<file path="src/rtl/spi_rm_pkg.sv">
package spi_rm_pkg;
    typedef enum logic [1:0] {
        ST_IDLE  = 2'd0,
        ST_FRAME = 2'd1,
        ST_GAP   = 2'd2
    } rm_state_e;
endpackage

</file>
<file path="src/rtl/spi_rm_timer.sv">
module spi_rm_timer #(
    parameter int RATIO = 8,
    parameter int NBITS = 16
) (
    input  logic                         clk,
    input  logic                         rst_n,
    input  logic                         clear,
    input  logic                         run,
    output logic [$clog2(NBITS+1)-1:0]   bit_idx,
    output logic                         mid,
    output logic                         second_half,
    output logic                         period_end,
    output logic                         last_bit
);
    localparam int PW = $clog2(RATIO);
    localparam int BW = $clog2(NBITS + 1);

    logic [PW-1:0] phase_q;
    logic [BW-1:0] bit_q;

    always_ff @(posedge clk or negedge rst_n) begin
        if (!rst_n) begin
            phase_q <= '0;
            bit_q   <= '0;
        end else if (clear) begin
            phase_q <= '0;
            bit_q   <= '0;
        end else if (run) begin
            if (period_end) begin
                phase_q <= '0;
                bit_q   <= bit_q + BW'(1);
            end else begin
                phase_q <= phase_q + PW'(1);
            end
        end
    end

    assign bit_idx     = bit_q;
    assign mid         = run && (phase_q == PW'(RATIO / 2));
    assign second_half = (phase_q >= PW'(RATIO / 2));
    assign period_end  = run && (phase_q == PW'(RATIO - 1));
    assign last_bit    = (bit_q == BW'(NBITS - 1));
endmodule

</file>
<file path="src/rtl/spi_rm_shift.sv">
module spi_rm_shift #(
    parameter int NBITS = 16,
    parameter int DW    = 8
) (
    input  logic             clk,
    input  logic             rst_n,
    input  logic             load,
    input  logic [NBITS-1:0] tx_word,
    input  logic             shift,
    input  logic             cap,
    input  logic             miso,
    output logic             tx_msb,
    output logic [DW-1:0]    rx_word
);
    logic [NBITS-1:0] tx_q;
    logic [DW-1:0]    rx_q;

    always_ff @(posedge clk or negedge rst_n) begin
        if (!rst_n) begin
            tx_q <= '0;
            rx_q <= '0;
        end else if (load) begin
            tx_q <= tx_word;
            rx_q <= '0;
        end else begin
            if (shift) tx_q <= {tx_q[NBITS-2:0], 1'b0};
            if (cap)   rx_q <= {rx_q[DW-2:0], miso};
        end
    end

    assign tx_msb  = tx_q[NBITS-1];
    assign rx_word = rx_q;
endmodule

</file>
<file path="src/rtl/spi_reg_master.sv">
module spi_reg_master #(
    parameter int ADDR_W = 8,
    parameter int DATA_W = 8,
    parameter int RATIO  = 8
) (
    input  logic              clk,
    input  logic              rst_n,
    input  logic              start,
    input  logic              wr,
    input  logic [ADDR_W-2:0] addr,
    input  logic [DATA_W-1:0] wdata,
    output logic              done,
    output logic [DATA_W-1:0] rdata,
    output logic              cs_n,
    output logic              sclk,
    output logic              mosi,
    input  logic              miso
);
    import spi_rm_pkg::*;

    localparam int FW = ADDR_W + DATA_W;
    localparam int BW = $clog2(FW + 1);

    generate
        if (RATIO < 4 || (RATIO % 2) != 0) begin : g_bad_ratio
            $error("RATIO must be even and at least 4");
        end
    endgenerate

    rm_state_e   state_q, state_d;
    logic        is_rd_q;
    logic [BW-1:0] bit_idx;
    logic        mid, second_half, period_end, last_bit;
    logic        tx_msb;
    logic [DATA_W-1:0] rx_word;
    logic        in_frame, accept, frame_end, t_clear, t_run, cap;

    assign in_frame  = (state_q == ST_FRAME);
    assign accept    = (state_q == ST_IDLE) && start;
    assign frame_end = in_frame && period_end && last_bit;
    assign t_clear   = (state_q == ST_IDLE) || frame_end;
    assign t_run     = (state_q != ST_IDLE);
    assign cap       = in_frame && mid && is_rd_q && (bit_idx >= BW'(ADDR_W));

    spi_rm_timer #(.RATIO(RATIO), .NBITS(FW)) u_timer (
        .clk        (clk),
        .rst_n      (rst_n),
        .clear      (t_clear),
        .run        (t_run),
        .bit_idx    (bit_idx),
        .mid        (mid),
        .second_half(second_half),
        .period_end (period_end),
        .last_bit   (last_bit)
    );

    spi_rm_shift #(.NBITS(FW), .DW(DATA_W)) u_shift (
        .clk    (clk),
        .rst_n  (rst_n),
        .load   (accept),
        .tx_word({wr, addr, (wr ? wdata : {DATA_W{1'b0}})}),
        .shift  (in_frame && period_end),
        .cap    (cap),
        .miso   (miso),
        .tx_msb (tx_msb),
        .rx_word(rx_word)
    );

    // state register
    always_ff @(posedge clk or negedge rst_n) begin
        if (!rst_n) state_q <= ST_IDLE;
        else        state_q <= state_d;
    end

    always_comb begin
        state_d = state_q;
        unique case (state_q)
            ST_IDLE:  if (start)                   state_d = ST_FRAME;
            ST_FRAME: if (period_end && last_bit)  state_d = ST_GAP;
            ST_GAP:   if (period_end)              state_d = ST_IDLE;
            default:                               state_d = ST_IDLE;
        endcase
    end

    // registered outputs
    always_ff @(posedge clk or negedge rst_n) begin
        if (!rst_n) begin
            done    <= 1'b0;
            rdata   <= '0;
            is_rd_q <= 1'b0;
        end else begin
            done <= frame_end;
            if (accept)               is_rd_q <= !wr;
            if (frame_end && is_rd_q) rdata   <= rx_word;
        end
    end

    assign cs_n = !in_frame;
    assign sclk = in_frame && second_half;
    assign mosi = in_frame && tx_msb;
endmodule

</file>
<file path="config.mk">
export PLATFORM = sky130hd
export DESIGN_NAME = spi_reg_master
export DESIGN_NICKNAME = d
export VERILOG_FILES = /design/src/rtl/spi_rm_pkg.sv /design/src/rtl/spi_rm_timer.sv /design/src/rtl/spi_rm_shift.sv /design/src/rtl/spi_reg_master.sv
export SDC_FILE = /design/constraint.sdc
export NUM_CORES = 1
export LEC_CHECK = 0
export ABC_CLOCK_PERIOD_IN_PS = 1600
export CAP_MARGIN = 20
export CORE_MARGIN = 2
export CORE_UTILIZATION = 45
export CTS_BUF_LIST = sky130_fd_sc_hd__clkbuf_8 sky130_fd_sc_hd__clkbuf_16
export DETAILED_ROUTE_END_ITERATION = 8
export PLACE_DENSITY = 0.73
export SYNTH_ARGS = -nofsm -noshare
export SYNTH_HDL_FRONTEND = slang
export SYNTH_SLANG_ARGS = --single-unit
</file>
<file path="constraint.sdc">
create_clock -name clk -period 1.6 [get_ports clk]
set_clock_uncertainty 0.15 [all_clocks]
set_input_delay 0.32 -clock clk [delete_from_list [all_inputs] [get_ports clk]]
set_output_delay 0.32 -clock clk [all_outputs]
set_load 0.01 [all_outputs]
</file>
==> results of run 1 <==
## synthesized netlist by cell type (2+ instances only)
master / number / share of area, %
sky130_fd_sc_hd__mux2i_1: 2 / 1.0
sky130_fd_sc_hd__and2_1: 2 / 0.62
sky130_fd_sc_hd__ha_1: 5 / 3.1
sky130_fd_sc_hd__nor2_1: 9 / 1.7
sky130_fd_sc_hd__o21ai_0: 10 / 2.5
sky130_fd_sc_hd__o22a_1: 7 / 3.1
sky130_fd_sc_hd__buf_2: 3 / 0.75
sky130_fd_sc_hd__dfrtp_1: 44 / 55
sky130_fd_sc_hd__inv_1: 6 / 1.1
sky130_fd_sc_hd__nand2_1: 26 / 4.9
sky130_fd_sc_hd__buf_6: 3 / 1.7
sky130_fd_sc_hd__mux2_2: 8 / 4.5
sky130_fd_sc_hd__and3_1: 2 / 0.62
sky130_fd_sc_hd__o21a_1: 7 / 2.6
sky130_fd_sc_hd__buf_4: 2 / 0.75
sky130_fd_sc_hd__xor2_1: 2 / 0.88
sky130_fd_sc_hd__o221a_2: 7 / 3.9
sky130_fd_sc_hd__a21oi_1: 2 / 0.50
sky130_fd_sc_hd__nand4_1: 9 / 2.8
sky130_fd_sc_hd__clkbuf_1: 3 / 0.56
## metrics by stage
stage,hold WS [ps],total power [W],instance area [um^2],std cells
final,356,0.00418,3020,296
after global routing,375,0.00439,3020,296
after CTS,361,0.00389,2880,292
after detailed placement,165,0.00305,2540,272
after global placement,162,0.00295,2540,272
after floorplan,-126,0.00254,2060,178
## worst max-delay path by stage
| stage | end | cells after the start |
|---|---|---|
| after global routing | cs_n | 5 |
| after floorplan | rdata[0]$_DFFE_PN0P_ | 6 |
| after CTS | rdata[2]$_DFFE_PN0P_ | 7 |
| after detailed placement | u_shift.rx_word[4]$_DFFE_PN0P_ | 5 |
| final | mosi | 4 |
| after global placement | u_shift.rx_word[0]$_DFFE_PN0P_ | 5 |
## cells by family after synthesis
family	Yosys count	synth area share, %
adders and majority gates	5	3.13
and+or+nand+nor	59	15.0
xor gates and xnor gates	3	1.31
AOI/OAI and AO/OA	39	15.0
muxes	10	5.50
buffers and inverters	18	5.06
DFF	44	55.0
## sequential cells by signal (all words and copies together) (netlist names)
signal           flops
u_shift.tx_q        16
rdata                8
u_shift.rx_word      8
u_timer.bit_idx      5
u_timer.phase_q      3
state_q              2
done                 1
is_rd_q              1
## placed cells by master, fill, tap and decap left out, types with 6 or more instances in the layout
cell type	instances
sky130_fd_sc_hd__buf_4	24
sky130_fd_sc_hd__buf_6	10
sky130_fd_sc_hd__clkbuf_8	6
sky130_fd_sc_hd__clkdlybuf4s50_1	18
sky130_fd_sc_hd__dfrtp_1	44
sky130_fd_sc_hd__dlygate4sd2_1	9
sky130_fd_sc_hd__inv_1	7
sky130_fd_sc_hd__mux2_4	8
sky130_fd_sc_hd__nand2_1	20
sky130_fd_sc_hd__nand4_1	9
sky130_fd_sc_hd__nor2_1	9
sky130_fd_sc_hd__o21a_1	7
sky130_fd_sc_hd__o21ai_1	8
sky130_fd_sc_hd__o221a_4	7
sky130_fd_sc_hd__o22a_1	7
## where the power goes
group	total [W]	switching (W)	internal, W
logic	0.00164	0.000654	0.000981
clock network	0.000717	0.000378	0.000340
registers	0.00183	0.000331	0.00150
## final cells by class
| type | instances | area (um^2) |
|---|---|---|
| Tap cell | 52 | 65.1 |
| Timing Repair Buffer | 69 | 689 |
| Fill cell | 283 | 1300 |
| Sequential cell | 44 | 1100 |
| Clock buffer | 6 | 82.6 |
| Clock inverter | 2 | 7.51 |
| Inverter | 6 | 25.0 |
| Multi-Input combinational cell | 117 | 1050 |
## metal layers
layer	vias up	global-route usage, %	share of wire, %
met1	796	25.1	42
met2	42	34.4	51
met4	0	7.34	2.6
met3	14	5.41	3.8
li1	763	-	-
met5	-	0	0
## critical path: stages, from the launching register on
cell	delay, ps
sky130_fd_sc_hd__dfrtp_1	390
sky130_fd_sc_hd__and2b_2	230
sky130_fd_sc_hd__buf_6	140
sky130_fd_sc_hd__and2_4	140
sky130_fd_sc_hd__buf_6	110
## repair_timing
action                                 in CTS  in global routing
endpoints found under the hold margin      44                  0
buffers inserted                           10                  7
cloned                                      3                  0
setup endpoints to repair                  48                 44
hold buffers                                1                  0
pin swaps                                  14                 11
gates resized for setup                    63                 24
==> PnR_summary.wiki, run 1 <==
{| class="wikitable"
! Metric !! Value
|-
| Startpoint type of the worst setup path || register
|-
| Overall via count from detail_route || 1615
|-
| Setup ws final || -172 ps
|-
| Origin of the critical flop-to-flop path || u_timer.phase_q[0]$_DFFE_PN0P_
|-
| Clock-pin slew of the registers on the worst-case setup and hold paths || 80 ps
|-
| Number of synthesized flops with an enable pin || 0
|-
| Antenna violations before repair || 0
|-
| Count of pins on the block boundary || 32
|-
| Endpoint of the lowest-slack register-to-register path || rdata[2]$_DFFE_PN0P_
|-
| Wire length of the first global-routing pass || a little under 8 mm
|-
| Area growth from synthesis to layout || 50.9%
|-
| Max-capacitance violation count || 0
|-
| Static Leak || 1.37 nW
|-
| Core area || about 0.0043 mm^2
|-
| Failing checks || setup timing
|-
| Warning count from the yosys run || 0
|-
| Number of placement rows || 24
|-
| Final estimated routing congestion in global placement || 0.814
|-
| Data required time of the critical path || about 1100 ps
|-
| Via density per instance || roughly 5.5
|-
| Vias in the first global route || roughly 1700
|-
| Proportion of layout cells with a drive suffix above 1 || a little over a third
|-
| Post-synthesis sequential area ratio || between 50% and 60%
|-
| Launch point of the critical path || state_q[0]$_DFFE_PN0P_
|-
| Post-route antenna net violation count || 0
|-
| GRT Util Overall || between 20 and 25%
|-
| Final Max Tran Viols || 0
|-
| Number of stages on the worst hold path || 1
|-
| Number of iterations in the first detailed-routing pass || 4
|-
| Routed wire length per instance || 16.8 um
|-
| Antenna Diode Count || 0
|-
| Effective utilization at floorplan || a little under half
|-
| CTS tree || built
|-
| Flop-to-flop setup slack || -130 ps
|-
| Synth Flop Type || sky130_fd_sc_hd__dfrtp_1
|-
| Number of unique standard cell types used by synthesis || 39
|-
| Worst hold start || u_shift.tx_q[11]$_DFFE_PN0P_
|-
| Crit Path Max Fanout || 3
|-
| Die height || roughly 70 um
|-
| Netlist area before placement || ~0.002 mm^2
|-
| Kind of capture point of the worst setup path || output port
|-
| Instance count of the mapped netlist || roughly 180
|-
| Clock buffer count from CTS || 5
|-
| Core utilization of the finished layout || around 70%
|-
| Post-synth ARST share || 100%
|-
| Largest net degree at the start of global routing || 45
|-
| Post-detailed-placement half-perimeter wirelength || between 2 and 3 mm
|-
| # port buffers || 31
|-
| Flip-flop and latch count after synthesis || 44
|-
| # setup viols final || 29
|-
| Final net count || 268
|-
| Syn_nets || around 200
|-
| Unrepaired setup endpoints after global routing || true
|-
| Status || complete, but fails checks
|-
| End of the worst hold path || u_shift.tx_q[11]$_DFFE_PN0P_
|-
| Period minus WS final || roughly 1800 ps
|-
| Drt drc || 0
|-
| R2R depth || 6
|-
| Worst-case headroom to the max-slew limit || between 80% and 90%
|-
| VDD IR-drop max || around 0.84 mV
|-
| Sum of negative setup slack || -2340 ps
|-
| Max H-tree Level || 2
|-
| Worst-margin pin slew || 239 ps
|-
| CTS root buf || sky130_fd_sc_hd__clkbuf_8
|-
| Overall overflow remaining after global route || 0
|-
| Worst Path Arrival || roughly 1300 ps
|-
| Skew-Pair Late Insertion Delay || about 300 ps
|-
| Final Cycle Share || 111%
|-
| Maximum clock insertion buffer count || 2
|-
| Pre-CTS setup slack || -373 ps
|-
| CTS sink count || 44
|-
| Type of the worst setup path || reg -> out
|-
| Mapped Avg Cell Area || ~11 um^2
|-
| Worst min-delay path class || reg -> reg
|-
| Hold violation count in the final report || 0
|-
| Die width || around 71 um
|-
| Count of routing violations after the opening detailed-route iteration || between 100 and 150
|-
| Top achievable clock speed || roughly 560 MHz
|-
| Ratio of total power to cell area || 1390 mW/mm^2
|-
| Routed Wire Length || roughly 5.0 mm
|-
| Full die area || 0.00500 mm^2
|}
(Power assumes the default switching activity.)
==> run 2, diff against run 1 <==
ABC_AREA = 1   (was not set)
PLACE_DENSITY = 0.72   (was 0.73)
==> run 2 against run 1 <==
The run still ends with setup timing left. Worst hold slack got worse by 25 ps. Critical path depth increased by 3. Maximum frequency increased by 6.9%. Register-to-register slack improved by 70 ps. Critical path type is now reg -> reg. Power decreased by 21%. Synthesized area increased by 5.9%.
==> PnR_summary.wiki, run 2 <==
{| class="wikitable"
! Metric !! Value
|-
| Drt drc || 0 (unchanged)
|-
| Worst-case headroom to the max-slew limit || 79.3% (-4.7 points)
|-
| Vias in the first global route || 1780 (+6.2%)
|-
| Share of the synthesized area in the top cell type || 51.9% (-3.1 points)
|-
| Flop-to-flop setup slack || -60 ps (+70 ps)
|-
| Ratio of total power to cell area || 1110 mW/mm^2 (-20%)
|-
| VDD IR-drop max || 0.698 mV (-17%)
|-
| Post-route antenna net violation count || 0 (unchanged)
|-
| Final Cycle Share || 104% (-7.2 points)
|-
| Wire length of the first global-routing pass || 7.86 mm (about the same)
|-
| Overall overflow remaining after global route || 0 (unchanged)
|-
| Post-synthesis sequential area ratio || 51.9% (-3.1 points)
|-
| Setup ws final || -57.6 ps (+114 ps)
|-
| Proportion of layout cells with a drive suffix above 1 || 25.1% (-11 points)
|-
| Area growth from synthesis to layout || 40.5%
|-
| Startpoint type of the worst setup path || register
|-
| Launch point of the critical path || u_timer.bit_idx[1]$_DFFE_PN0P_
|-
| Mapped Avg Cell Area || 7.88 um^2 (-30%)
|-
| GRT Util Overall || 19.4% (-0.91 points)
|-
| Most common library cell in the layout ignoring fill and taps || sky130_fd_sc_hd__nand2_1
|-
| Count of routing violations after the opening detailed-route iteration || 109 (-25%)
|-
| Die height || 72.7 um (+2.8%)
|-
| Static Leak || 1.67 nW (+21%)
|-
| R2R depth || 7 (+1)
|-
| Clock buffer count from CTS || 5 (unchanged)
|-
| Worst hold slack || 331 ps (-24.7 ps)
|-
| Maximum clock insertion buffer count || 2 (unchanged)
|-
| Warning count from the yosys run || 0 (unchanged)
|-
| Die width || 72.7 um (+2.8%)
|-
| Final instance count without filler cells || 386 (+30%)
|-
| Number of placement rows || 24 (unchanged)
|-
| # setup viols final || 9 (-69%)
|-
| Number of iterations in the first detailed-routing pass || 4 (unchanged)
|-
| Routed wire length per instance || 12.8 um (-24%)
|-
| Overall via count from detail_route || 1929 (+19%)
|-
| Kind of capture point of the worst setup path || register
|-
| Worst setup path end || rdata[1]$_DFFE_PN0P_
|-
| Status || complete, but fails checks
|-
| Most frequent cells after synthesis || sky130_fd_sc_hd__nand2_1 (105), sky130_fd_sc_hd__dfrtp_1 (44), sky130_fd_sc_hd__nand3_1 (32)
|-
| Post-Place Cells || 372 (+37%)
|-
| Top achievable clock speed || 603 MHz (+6.9%)
|-
| Failing checks || setup timing
|-
| Via density per instance || 5.00 (-8.4%)
|-
| Effective utilization at floorplan || 47.7% (+1.4 points)
|-
| Count of pins on the block boundary || 32 (unchanged)
|-
| Syn_nets || 294 (+45%)
|-
| Flip-flop and latch count after synthesis || 44 (unchanged)
|-
| Final net count || 359 (+34%)
|-
| Number of unique standard cell types used by synthesis || 22 (-44%)
|-
| Skew-Pair Late Insertion Delay || 290 ps (about the same)
|-
| Antenna Diode Count || 0 (unchanged)
|-
| Clock-pin slew of the registers on the worst-case setup and hold paths || 80 ps (about the same)
|-
| Type of the worst setup path || reg -> reg
|-
| Synth Flop Type || sky130_fd_sc_hd__dfrtp_1
|-
| Final estimated routing congestion in global placement || 0.816 (+0.34%)
|-
| Leading cell type by number of instances after synthesis || sky130_fd_sc_hd__nand2_1
|-
| Final Max Tran Viols || 0 (unchanged)
|-
| Instance count of the mapped netlist || 269 (+51%)
|-
| Unrepaired setup endpoints after global routing || true
|-
| Worst-margin pin slew || 309 ps (+70.0 ps)
|-
| Data required time of the critical path || 1630 ps (+500 ps)
|-
| Core area || 0.00444 mm^2 (+2.8%)
|-
| Crit Path Max Fanout || 7 (+4)
|-
| Post-synth ARST share || 100% (unchanged)
|-
| Max-capacitance violation count || 0 (unchanged)
|-
| CTS tree || built
|-
| Max H-tree Level || 2 (unchanged)
|-
| Antenna violations before repair || 0 (unchanged)
|-
| Worst min-delay path class || reg -> reg
|-
| CTS root buf || sky130_fd_sc_hd__clkbuf_8
|-
| Cell types with the largest area share after synthesis || sky130_fd_sc_hd__dfrtp_1 (52%), sky130_fd_sc_hd__nand2_1 (19%), sky130_fd_sc_hd__nand3_1 (7.6%)
|-
| Full die area || 0.00528 mm^2 (+5.6%)
|-
| Hold violation count in the final report || 0 (unchanged)
|-
| Number of synthesized flops with an enable pin || 0 (unchanged)
|-
| # port buffers || 31 (unchanged)
|-
| Period minus WS final || 1660 ps (-114 ps)
|-
| Flip-flop count of the largest register after layout || 16 (unchanged)
|-
| Post-detailed-placement half-perimeter wirelength || 3.22 mm (+9.5%)
|-
| CTS sink count || 44 (unchanged)
|-
| Endpoint of the lowest-slack register-to-register path || rdata[1]$_DFFE_PN0P_
|-
| Routed Wire Length || 4.94 mm (-0.38%)
|-
| Largest net degree at the start of global routing || 45 (unchanged)
|-
| Netlist area before placement || 0.00212 mm^2 (+5.9%)
|-
| Origin of the critical flop-to-flop path || u_timer.bit_idx[1]$_DFFE_PN0P_
|-
| Top register by number of flip-flops || u_shift.tx_q
|-
| Worst Path Arrival || 1690 ps (+390 ps)
|-
| Commonest non-fill, non-tap cells in the layout || sky130_fd_sc_hd__nand2_1 (95), sky130_fd_sc_hd__dfrtp_1 (44), sky130_fd_sc_hd__nand3_1 (29), sky130_fd_sc_hd__inv_1 (28), sky130_fd_sc_hd__buf_4 (26)
|-
| Cell type with the largest total area after synthesis || sky130_fd_sc_hd__dfrtp_1
|}
run 2: changes by cell type after synthesis, moves of 5 or more:
cell,change
sky130_fd_sc_hd__mux2_2,-8
sky130_fd_sc_hd__o22a_1,-7
sky130_fd_sc_hd__inv_1,+23
sky130_fd_sc_hd__o221a_2,-7
sky130_fd_sc_hd__nand4_1,-9
sky130_fd_sc_hd__nand2_1,+79
sky130_fd_sc_hd__nand3_1,+31
sky130_fd_sc_hd__o21a_1,-6
sky130_fd_sc_hd__nor2_1,+5
run 2: what timing repair did:
action / in CTS / in global routing
pin swaps: 4 / 11
setup endpoints to repair: 39 / 43
hold endpoints to repair: 44 / 0
gates resized for setup: 39 / 26
buffers inserted: 3 / 3
hold buffers: 1 / 0
run 2: final cells by class:
| class | count | area, um^2 |
|---|---|---|
| clock inverters | 2 | 8.76 |
| well taps | 52 | 65.1 |
| inverters | 30 | 118 |
| flip-flops and latches | 44 | 1100 |
| clock buffers | 5 | 68.8 |
| repair buffers | 66 | 604 |
| multi-input cells | 187 | 1010 |
| fillers | 359 | 1470 |
run 2: metrics by stage:
step	area, um^2	setup WS (ps)	setup TNS (ps)	total power [W]	utilization, %
floorplan	2160	11.2	0	0.00215	-
global placement	2720	-78.5	-290	0.00254	61.1
detailed placement	2720	-86.4	-771	0.00257	61.1
CTS	2860	-50.1	-343	0.00322	64.3
global route	2980	-129	-1270	0.00356	67.0
finish	2980	-57.6	-352	0.00330	67.0
run 2: critical path, cell delays in order (launching register included):
cell and delay, ps:
sky130_fd_sc_hd__dfrtp_1 360, sky130_fd_sc_hd__ha_2 180, sky130_fd_sc_hd__and3_4 190, sky130_fd_sc_hd__ha_4 140, sky130_fd_sc_hd__nand4_4 140, sky130_fd_sc_hd__buf_4 180, sky130_fd_sc_hd__o21ai_0 140, sky130_fd_sc_hd__nand2_1 60
run 2: per-layer routing:
metal	track usage, %	share of wire [%]	vias to the layer above
met3	3.04	3.9	9
met1	27.2	46	911
met4	9.26	1.7	0
li1	-	-	969
met2	29.6	49	40
met5	0	0	-
run 2: worst min-delay path by stage:
| stage | end | from | slack (ps) | depth (start not counted) |
|---|---|---|---|---|
| floorplan | done$_DFF_PN0_ | rst_n | -130 | 0 |
| global placement | u_timer.bit_idx[1]$_DFFE_PN0P_ | rst_n | 170 | 2 |
| detailed placement | u_timer.bit_idx[1]$_DFFE_PN0P_ | rst_n | 170 | 2 |
| CTS | u_shift.tx_q[0]$_DFFE_PN0P_ | u_shift.tx_q[0]$_DFFE_PN0P_ | 330 | 2 |
| global route | u_shift.tx_q[0]$_DFFE_PN0P_ | u_shift.tx_q[0]$_DFFE_PN0P_ | 350 | 2 |
| finish | rdata[7]$_DFFE_PN0P_ | u_shift.rx_word[7]$_DFFE_PN0P_ | 330 | 2 |
run 2: kinds of logic after synthesis:
kind of cell / synth area share [%]
buffers and inverters: 7.32
AOI/OAI and AO/OA: 4.96
adders and majority gates: 2.95
DFF: 51.9
and+or+nand+nor: 32.9
run 2: power by group:
part | switching, W | internal, W
Clock | 0.000359 | 0.000291
Sequential | 0.000158 | 0.00138
Combinational | 0.000607 | 0.000508
==> run 3, diff against run 2 <==
CORE_UTILIZATION = 48   (was 45)
PLACE_DENSITY = 0.76   (was 0.72)
==> run 3 against run 2 <==
The flow still finishes with violations (setup timing). Worst hold slack worse by 1.3 ps. Utilization increased by 2.4 points. First-iteration DRC count fell by 37%. Critical path depth decreased by 2. Maximum frequency up 1.5%. Highest routed layer unchanged.
==> PnR_summary.wiki, run 3 (synthesized netlist as in run 2, its figures left out) <==
{| class="wikitable"
! Metric !! Value
|-
| Clock-pin slew of the registers on the worst-case setup and hold paths || 80 ps (about the same)
|-
| Post-Place Cells || 372 (unchanged)
|-
| Routed wire length per instance || 12.4 um (-3.0%)
|-
| Wire length of the first global-routing pass || 8.20 mm (+4.4%)
|-
| Worst-margin pin slew || 480 ps (+170 ps)
|-
| Setup ws final || -33.5 ps (+24.0 ps)
|-
| Period minus WS final || 1630 ps (-24.0 ps)
|-
| Data required time of the critical path || 1130 ps (-500 ps)
|-
| Startpoint type of the worst setup path || register
|-
| Drt drc || 0 (unchanged)
|-
| Post-route antenna net violation count || 0 (unchanged)
|-
| Routed Wire Length || 4.78 mm (-3.2%)
|-
| Full die area || 0.00497 mm^2 (-5.9%)
|-
| Final Max Tran Viols || 0 (unchanged)
|-
| Number of iterations in the first detailed-routing pass || 5 (+1)
|-
| Max-capacitance violation count || 0 (unchanged)
|-
| Final estimated routing congestion in global placement || 0.814 (-0.33%)
|-
| Skew-Pair Late Insertion Delay || 290 ps (about the same)
|-
| Most common library cell in the layout ignoring fill and taps || sky130_fd_sc_hd__nand2_1
|-
| Core area || 0.00429 mm^2 (-3.4%)
|-
| Antenna Diode Count || 0 (unchanged)
|-
| Hold violation count in the final report || 0 (unchanged)
|-
| Vias in the first global route || 1779 (-0.056%)
|-
| Count of routing violations after the opening detailed-route iteration || 69 (-37%)
|-
| Proportion of layout cells with a drive suffix above 1 || 24.9% (-0.22 points)
|-
| Post-detailed-placement half-perimeter wirelength || 3.28 mm (+1.7%)
|-
| Routed met2 length || 2.36 mm (-1.7%)
|-
| Largest net degree at the start of global routing || 30 (-33%)
|-
| Type of the worst setup path || reg -> out
|-
| Kind of capture point of the worst setup path || output port
|-
| Max H-tree Level || 2 (unchanged)
|-
| Crit Path Max Fanout || 3 (-4)
|-
| Pre-CTS setup slack || -68.3 ps (+18.0 ps)
|-
| Routed length on met1 || 2.17 mm (-4.2%)
|-
| Effective utilization at floorplan || 49.4% (+1.7 points)
|-
| Die width || 70.5 um (-3.0%)
|-
| Worst-case headroom to the max-slew limit || 68.0% (-11 points)
|-
| Top register by number of flip-flops || u_shift.tx_q
|-
| Worst min-delay path class || in -> async
|-
| Commonest non-fill, non-tap cells in the layout || sky130_fd_sc_hd__nand2_1 (102), sky130_fd_sc_hd__dfrtp_1 (44), sky130_fd_sc_hd__nand3_1 (29), sky130_fd_sc_hd__inv_1 (27), sky130_fd_sc_hd__buf_4 (24)
|-
| Met3 routed wirelength || 199 um (+2.6%)
|-
| CTS sink count || 44 (unchanged)
|-
| Unrepaired setup endpoints after global routing || true
|-
| Antenna violations before repair || 0 (unchanged)
|-
| Status || complete, but fails checks
|-
| VDD IR-drop max || 0.633 mV (-9.3%)
|-
| CTS tree || built
|-
| Highest routed layer || met4
|-
| Static Leak || 1.66 nW (-0.23%)
|-
| Area growth from synthesis to layout || 40.6% (about the same)
|-
| Final instance count without filler cells || 385 (-0.26%)
|-
| Die height || 70.5 um (-3.0%)
|-
| Worst Path Arrival || 1160 ps (-530 ps)
|-
| Flip-flop count of the largest register after layout || 16 (unchanged)
|-
| # setup viols final || 8 (-1)
|-
| GRT Util Overall || 21.0% (+1.6 points)
|-
| # port buffers || 31 (unchanged)
|-
| Number of placement rows || 24 (unchanged)
|-
| Final Cycle Share || 102% (-1.5 points)
|-
| Failing checks || setup timing
|-
| Overall via count from detail_route || 1919 (-0.52%)
|-
| Ratio of total power to cell area || 1130 mW/mm^2 (+2.2%)
|-
| Final net count || 358 (-0.28%)
|-
| Top achievable clock speed || 612 MHz (+1.5%)
|-
| Overall overflow remaining after global route || 0 (unchanged)
|-
| Maximum clock insertion buffer count || 2 (unchanged)
|-
| Via density per instance || 4.98 (-0.26%)
|-
| CTS root buf || sky130_fd_sc_hd__clkbuf_8
|-
| Sum of negative setup slack || -107 ps (+245 ps)
|-
| Clock buffer count from CTS || 5 (unchanged)
|-
| Count of pins on the block boundary || 32 (unchanged)
|}
==> run 3: changes by cell type in the layout (fill, tap and decap cells not counted), moves of 2 or more <==
cell | previous run | this run
sky130_fd_sc_hd__buf_4 | 26 | 24
sky130_fd_sc_hd__nand2_1 | 95 | 102
sky130_fd_sc_hd__nand2_2 | 9 | 2
sky130_fd_sc_hd__nor2_2 | 3 | 1
sky130_fd_sc_hd__nor2_4 | 3 | 6
sky130_fd_sc_hd__o21ai_0 | 5 | 0
sky130_fd_sc_hd__o21ai_2 | 7 | 11
==> run 3: critical path, cell delays in order, from the launching register on <==
cell and delay [ps]:
sky130_fd_sc_hd__dfrtp_1 390, sky130_fd_sc_hd__inv_2 60, sky130_fd_sc_hd__nand2_2 60, sky130_fd_sc_hd__buf_6 130
sky130_fd_sc_hd__nor2_4 110, sky130_fd_sc_hd__buf_6 120
==> run 3: metrics by stage <==
stage	hold WS (ps)	cell area [um^2]	utilization [%]	total power (W)
floorplan	-126	2160	-	0.00215
global placement	123	2700	62.9	0.00251
detailed placement	123	2700	62.9	0.00255
CTS	338	2820	65.8	0.00326
global route	358	2980	69.4	0.00364
finish	330	2980	69.4	0.00337
==> run 3: area by class of cell <==
cell class / count / area [um^2]
timing repair buffer: 65 / 586
multi-input combinational: 187 / 1030
clock inverter: 2 / 12.5
sequential: 44 / 1100
clock buffer: 5 / 68.8
tap: 52 / 65.1
fill: 338 / 1310
inverter: 30 / 115
==> run 3: report_power, final <==
group | total [W] | internal (W) | switching [W]
combinational | 0.00116 | 0.000528 | 0.000631
clock | 0.000669 | 0.000296 | 0.000373
sequential | 0.00155 | 0.00138 | 0.000170
total | 0.00337 | 0.00220 | 0.00117
==> run 3: worst paths after layout <==
| check | startpoint | endpoint | slack, ps | cells past startpoint |
|---|---|---|---|---|
| hold / removal | rst_n | u_shift.tx_q[2]$_DFFE_PN0P_ | 330 | 2 |
| min in group clk | u_shift.tx_q[1]$_DFFE_PN0P_ | u_shift.tx_q[1]$_DFFE_PN0P_ | 340 | 2 |
| max in group asynchronous | rst_n | u_shift.tx_q[14]$_DFFE_PN0P_ | 490 | 3 |
| hold reg to reg | u_shift.tx_q[1]$_DFFE_PN0P_ | u_shift.tx_q[1]$_DFFE_PN0P_ | 340 | 2 |
| setup / recovery | state_q[1]$_DFFE_PN0P_ | sclk | -30 | 5 |
| setup reg to reg | u_timer.bit_idx[0]$_DFFE_PN0P_ | rdata[2]$_DFFE_PN0P_ | -20 | 7 |
==> run 3: timing repair <==
| action | CTS | global route |
|---|---|---|
| pin swaps | 2 | 16 |
| hold buffers | 1 | 0 |
| setup endpoints to repair | 42 | 42 |
| hold endpoints to repair | 15 | 0 |
| resized for setup | 33 | 39 |
| buffers inserted | 2 | 3 |
==> run 3: metal layers <==
layer	vias up	GRT usage, %
li1	969	-
met1	902	28.6
met2	41	33.6
met3	7	4.91
met4	0	5.77
met5	-	0
